<file path="src/rtl/bsalu_pkg.sv">
package bsalu_pkg;

  typedef enum logic [1:0] {
    OP_INC   = 2'b00,
    OP_SUB   = 2'b01,
    OP_AND_A = 2'b10,
    OP_AND_B = 2'b11
  } op_e;

  // Second adder input of one cell, chosen by the full mode pair.
  function automatic logic pick_addend(input op_e op, input logic b_bit);
    logic y;
    case (op)
      OP_INC:  y = 1'b0;
      OP_SUB:  y = ~b_bit;
      default: y = b_bit;
    endcase
    return y;
  endfunction

  // One-bit full add, returned as {carry, sum}.
  function automatic logic [1:0] add_bit(input logic x, input logic y, input logic ci);
    logic s;
    logic co;
    s  = x ^ y ^ ci;
    co = (x & y) | (ci & (x ^ y));
    return {co, s};
  endfunction

endpackage

</file>
<file path="src/rtl/bsalu_addend_sel.sv">
module bsalu_addend_sel
  import bsalu_pkg::*;
(
  input  logic [1:0] mode,
  input  logic       b_bit,
  output logic       addend
);
  op_e op;

  always_comb begin
    op     = op_e'(mode);
    addend = pick_addend(op, b_bit);
  end
endmodule

</file>
<file path="src/rtl/bsalu_full_adder.sv">
module bsalu_full_adder
  import bsalu_pkg::*;
(
  input  logic x,
  input  logic y,
  input  logic ci,
  output logic sum,
  output logic co,
  output logic both
);
  logic [1:0] pair;

  always_comb begin
    pair = add_bit(x, y, ci);
    sum  = pair[0];
    co   = pair[1];
    // The generate term x&y is shared with the logic operation.
    both = x & y;
  end
endmodule

</file>
<file path="src/rtl/bsalu_cell.sv">
module bsalu_cell (
  input  logic [1:0] mode,
  input  logic       a_bit,
  input  logic       b_bit,
  input  logic       ci,
  output logic       co,
  output logic       res
);
  logic addend;
  logic sum;
  logic both;

  bsalu_addend_sel u_sel (
    .mode   (mode),
    .b_bit  (b_bit),
    .addend (addend)
  );

  bsalu_full_adder u_fa (
    .x    (a_bit),
    .y    (addend),
    .ci   (ci),
    .sum  (sum),
    .co   (co),
    .both (both)
  );

  // Only the high mode bit steers the cell output.
  assign res = mode[1] ? both : sum;
endmodule

</file>
<file path="src/rtl/bsalu_top.sv">
module bsalu_top #(
  parameter int W = 8
) (
  input  logic [W-1:0] opd_a,
  input  logic [W-1:0] opd_b,
  input  logic         mode_f,
  input  logic         mode_g,
  output logic [W-1:0] result,
  output logic         carry_out
);
  localparam logic SEED_CARRY = 1'b1;

  logic [1:0] mode;
  logic [W:0] carry_c;

  assign mode       = {mode_f, mode_g};
  assign carry_c[0] = SEED_CARRY;

  for (genvar i = 0; i < W; i++) begin : g_cell
    bsalu_cell u_cell (
      .mode  (mode),
      .a_bit (opd_a[i]),
      .b_bit (opd_b[i]),
      .ci    (carry_c[i]),
      .co    (carry_c[i+1]),
      .res   (result[i])
    );
  end

  assign carry_out = carry_c[W] & ~mode_f;
endmodule

</file>
<file path="config.mk">
export PLATFORM = sky130hd
export DESIGN_NAME = bsalu_top
export DESIGN_NICKNAME = d
export VERILOG_FILES = /design/src/rtl/bsalu_pkg.sv /design/src/rtl/bsalu_addend_sel.sv /design/src/rtl/bsalu_full_adder.sv /design/src/rtl/bsalu_cell.sv /design/src/rtl/bsalu_top.sv
export SDC_FILE = /design/constraint.sdc
export NUM_CORES = 1
export LEC_CHECK = 0
export BUFFER_PORTS_ARGS = -buffer_cell sky130_fd_sc_hd__buf_2
export CAP_MARGIN = 20
export CORE_AREA = 4 4 41 43
export DETAILED_ROUTE_END_ITERATION = 10
export DIE_AREA = 0 0 45 47
export PLACE_DENSITY = 0.77
export SYNTH_ARGS = -nofsm -noshare
export SYNTH_HDL_FRONTEND = slang
export SYNTH_SLANG_ARGS = --single-unit
export TNS_END_PERCENT = 1
</file>
<file path="constraint.sdc">
create_clock -name vclk -period 10.55
set_clock_uncertainty 0.1 [all_clocks]
set_input_delay 2.6375 -clock vclk [all_inputs]
set_output_delay 2.6375 -clock vclk [all_outputs]
set_load 0.005 [all_outputs]
</file>
=== Yosys cells after proc, flatten, opt, wreduce, memory -nomap -nowiden ===
Cells that the tools add are included.
W data, S select, Z words.

* Output and inout bits: 9
* Register bits: 0
* Logic and storage cells: 67
* Input port bits: 18

* Bitwise operators: 49
* Equal/unequal tests: 1
* Muxes and demuxes: 16
* Reduce and logical (&&, ||, !) cells: 1

{| class="wikitable"
|+ Operators by type and width
! kind !! number
|-
| $and A1 B1 Y1 || 16
|-
| $pmux W1 S2 || 8
|-
| $xor A1 B1 Y1 || 15
|-
| $not A1 Y1 || 10
|-
| $mux W1 || 8
|-
| $or A1 B1 Y1 || 8
|-
| $eq A2 B1 Y1 const B || 1
|-
| $logic_not A2 Y1 || 1
|}

=== Longest topological paths before layout ===
* Depth after elaboration: 19
* Depth in mapped cells: 16
* Depth with buffers taken out: 14

=== Modules after synthesis ===
Synthesis repeated with hierarchy kept, for this count alone.

* Cells, all modules: 50
* Area total of the unflattened synthesis: 548.0 µm²

{| class="wikitable"
|+ By module, submodules not included
! module !! area each (µm²) !! seq. area each (µm²) !! cells an instance !! times used
|-
| bsalu_full_adder || 32.5 || 0.0 || 2 || 8
|-
| bsalu_addend_sel || 18.8 || 0.0 || 3 || 8
|-
| bsalu_cell || 15.0 || 0.0 || 1 || 8
|-
| bsalu_top || 17.5 || 0.0 || 2 || 1
|}

=== Least setup slack after synthesis ===
Ideal clock, no wire load.

* Path kind: input port to output port
* Start: input mode_f
* End: output result[7]
* Path buffers: 2
* Required time: 7.812 ns
* Setup slack: 1.762 ns
* Stages: 16
* Arrival: 6.050 ns
* Cells stage by stage: buf_4 nand2_1 o21a_1 ha_1 fa_1 fa_1 fa_1 fa_1 inv_1 fa_1 inv_1 fa_1 inv_1 fa_1 mux2_2 buf_4

* Word-level cells in the longest chain between the ends: 18
* Elaborated cells between the ends (all ways): 41
* Classes of those cells: 1 x eq/ne; 9 x mux; 30 x bitwise; 1 x reduce/logical

{| class="wikitable"
|+ RTL lines
! element !! RTL line !! source
|-
| start, declared || bsalu_top.sv:6 || <nowiki>input logic mode_f,</nowiki>
|-
| $eq A2 B1 Y1 / $logic_not A2 Y1 (equally long branches) || bsalu_pkg.sv:13 || <nowiki>case (op)</nowiki>
|-
| $pmux W1 S2 || bsalu_pkg.sv:13 ||
|-
| $and A1 B1 Y1 / $xor A1 B1 Y1 (equally long branches) || bsalu_pkg.sv:26 || <nowiki>co = (x & y) | (ci & (x ^ y));</nowiki>
|-
| $or A1 B1 Y1 || bsalu_pkg.sv:26 ||
|-
| $and A1 B1 Y1 || bsalu_pkg.sv:26 ||
|-
| $or A1 B1 Y1 || bsalu_pkg.sv:26 ||
|-
| $and A1 B1 Y1 || bsalu_pkg.sv:26 ||
|-
| $or A1 B1 Y1 || bsalu_pkg.sv:26 ||
|-
| [2 not listed] || -- ||
|-
| $and A1 B1 Y1 || bsalu_pkg.sv:26 ||
|-
| $or A1 B1 Y1 || bsalu_pkg.sv:26 ||
|-
| $and A1 B1 Y1 || bsalu_pkg.sv:26 ||
|-
| $or A1 B1 Y1 || bsalu_pkg.sv:26 ||
|-
| $and A1 B1 Y1 || bsalu_pkg.sv:26 ||
|-
| $or A1 B1 Y1 || bsalu_pkg.sv:26 ||
|-
| $xor A1 B1 Y1 || bsalu_pkg.sv:25 || <nowiki>s = x ^ y ^ ci;</nowiki>
|-
| $mux W1 (*) || bsalu_cell.sv:29 || <nowiki>assign res = mode[1] ? both : sum;</nowiki>
|-
| end, declared || bsalu_top.sv:8 || <nowiki>output logic [W-1:0] result,</nowiki>
|}

Every way passes the cells marked *; elsewhere a longest branch is shown, timed or not.

=== Worst setup path in the final report ===
Same ends and word-level chain as after synthesis.

==> results.ini <==
[status]
status = finished, final reports clean

[floorplanning]
io_pins = 27
die-area_mm2 = 0.00212
fp-row-count = 13
core-area_mm2 = 0.00130
fp.dieW_um = 45
die_h_um = 47
start_util = 0.457

[global_routing]
antenna_found_initial = 0
grt-ovfl-total = 0
grt_pass1_vias = 439
grt_max_degree = 23
grt_pass1_wl_mm = 1.74
grt_use_total = 0.103

[routing]
ant_nets = 0
via_count = 502
routed_wl_mm = 1.01
drt_iter0_drc = 9
drc = 0
viasPerCell = 4.78
first_pass_iters = 4
routedWlPerCell_um = 9.57

[worst_setup_path]
cp.arrival_ns = 6.53
worstPathRequired_ns = 7.81
cp_common_cell = fa_1
crit_family = adder cells
crit_chain = buf_2, nand2b_4, o21a_1, ha_1, fa_1, fa_1, fa_1, fa_1, inv_1, fa_1, inv_1, fa_1, inv_1, fa_1, mux2_2, buf_2
endpoint_kind = output pin
slowest_stage = fa_1
crit_buf_inv = 5
cp-start-kind = input pin
slowest_delay_ns = 0.40
cp_max_fo = 22
crit_type = in -> out

[placed_design]
place_hpwl_um = 910
dp.cells = 105
gp_congestion = 0.599
port_buffers = 27

[logic_synthesis]
netlist.area_leader.share = 0.236
postSynthCellCount = 74
synth_nets = 108
ys_warn_count = 0
synth_area_um2 = 594
postSynthAreaPerCell_um2 = 8.03
ys_seq_area_frac = 0
yosysTopAreaCell = fa_1
synthTopCellsByArea = fa_1, ha_1, buf_4
yosysUniqueCellTypes = 14

[layout]
nNetsFinal = 126
design.seq.count = 0
num_antenna_cells = 0
regArea_um2 = 0
final_cells = 105
final_layout_size_suffix_gt1_frac = 0.333
final_util = 0.511
nClkBuffers = 0
area_growth_pct = 11.8

[pwr]
switching_share = 0.494
pwr-share-seq = 0
combinationalPowerShare = 1.000
p_switching_uw = 14.1
clkPwrFrac = 0
p_int_uw = 14.5
p_per_area_mw_per_mm2 = 43.0
leakagePower_nw = 0.374
ir_worst_vdd_mv = 0.0206

[sta]
rsz0062_at_grt = no
setup_viol = 0
setup_tns_ns = 0
worstMarginPinSlew_ns = 0.365
fin_crit_sh = 0.878
slew_headroom = 0.754
drv_slew = 0
hold_viol = 0
fmax_mhz = 108
fin_crit_ns = 9.27

[hold_path]
hp-class = in -> out

[clocking]
post_cts_resized = 0
cts_hold_buffers = 0
post_cts_buffers = 0

[job]
drv_cap = 0

## area by class of cell
cell class                      count  area, um2
Inverter                           11       41.3
Timing Repair Buffer               27        135
Tap cell                           15       18.8
Fill cell                         128        637
Multi-Input combinational cell     52        469
## logic make-up (layout without fill, tap and decap cells)
kind of cell | count (synthesis) | after routing | share of synthesized area
buffers and inverters | 22 | 38 | 0.211
AO/OA/AOI/OAI | 18 | 18 | 0.177
adder cells (fa/ha/maj) | 16 | 16 | 0.425
AND/OR/NAND/NOR | 14 | 14 | 0.109
multiplexers | 4 | 4 | 0.0779
## metal layers
layer / global-route usage / share of wire / vias up
met5: 0 / 0 / -
met4: 0 / 0 / 0
met3: 0 / 0.056 / 0
met2: 0.206 / 0.55 / 13
met1: 0.130 / 0.39 / 231
li1: - / - / 258
## power by group through the flow
stage | clock (mW) | sequential (mW) | combinational, mW
2_1_floorplan | 0 | 0 | 0.0241
3_5_place_dp | 0 | 0 | 0.0293
4_1_cts | 0 | 0 | 0.0294
6_report | 0 | 0 | 0.0286
3_3_place_gp | 0 | 0 | 0.0279
5_1_grt | 0 | 0 | 0.0339
## synth_stat cells
| library cell | instances |
|---|---|
| buf_2 | 1 |
| nand2b_4 | 1 |
| o21ai_0 | 12 |
| nand2_1 | 12 |
| buf_6 | 1 |
| buf_4 | 9 |
| fa_1 | 7 |
| mux2_4 | 1 |
| inv_1 | 11 |
| mux2i_1 | 2 |
| nor2b_1 | 1 |
| o21a_1 | 6 |
| mux2_2 | 1 |
| ha_1 | 9 |
## path summary, 6_finish.rpt
| check | startpoint | endpoint | slack (ns) | cells past startpoint |
|---|---|---|---|---|
| max | mode_f | result[7] | 1.28 | 16 |
| min | opd_a[3] | result[3] | 5.60 | 5 |
## layout by cell type (no fill, tap or decap)
cell | netlist | routed
nand2b_4 | 1 | 1
fa_1 | 7 | 7
o21a_1 | 6 | 6
nand2_1 | 12 | 12
nor2b_1 | 1 | 1
o21ai_0 | 12 | 12
ha_1 | 9 | 9
mux2_4 | 1 | 1
mux2i_1 | 2 | 2
buf_2 | 1 | 27
mux2_2 | 1 | 1
inv_1 | 11 | 11
## per-stage QoR
stage	area [um2]	hold WS (ns)	worst slack (ns)	total power, mW
4_1_cts	664	5.61	1.24	0.0294
5_1_grt	664	5.64	1.06	0.0339
6_report	664	5.60	1.28	0.0286
3_3_place_gp	664	5.60	1.30	0.0279
2_1_floorplan	594	5.37	1.76	0.0241
3_5_place_dp	664	5.61	1.24	0.0293
No activity file was read; power rests on OpenSTA's default activity.
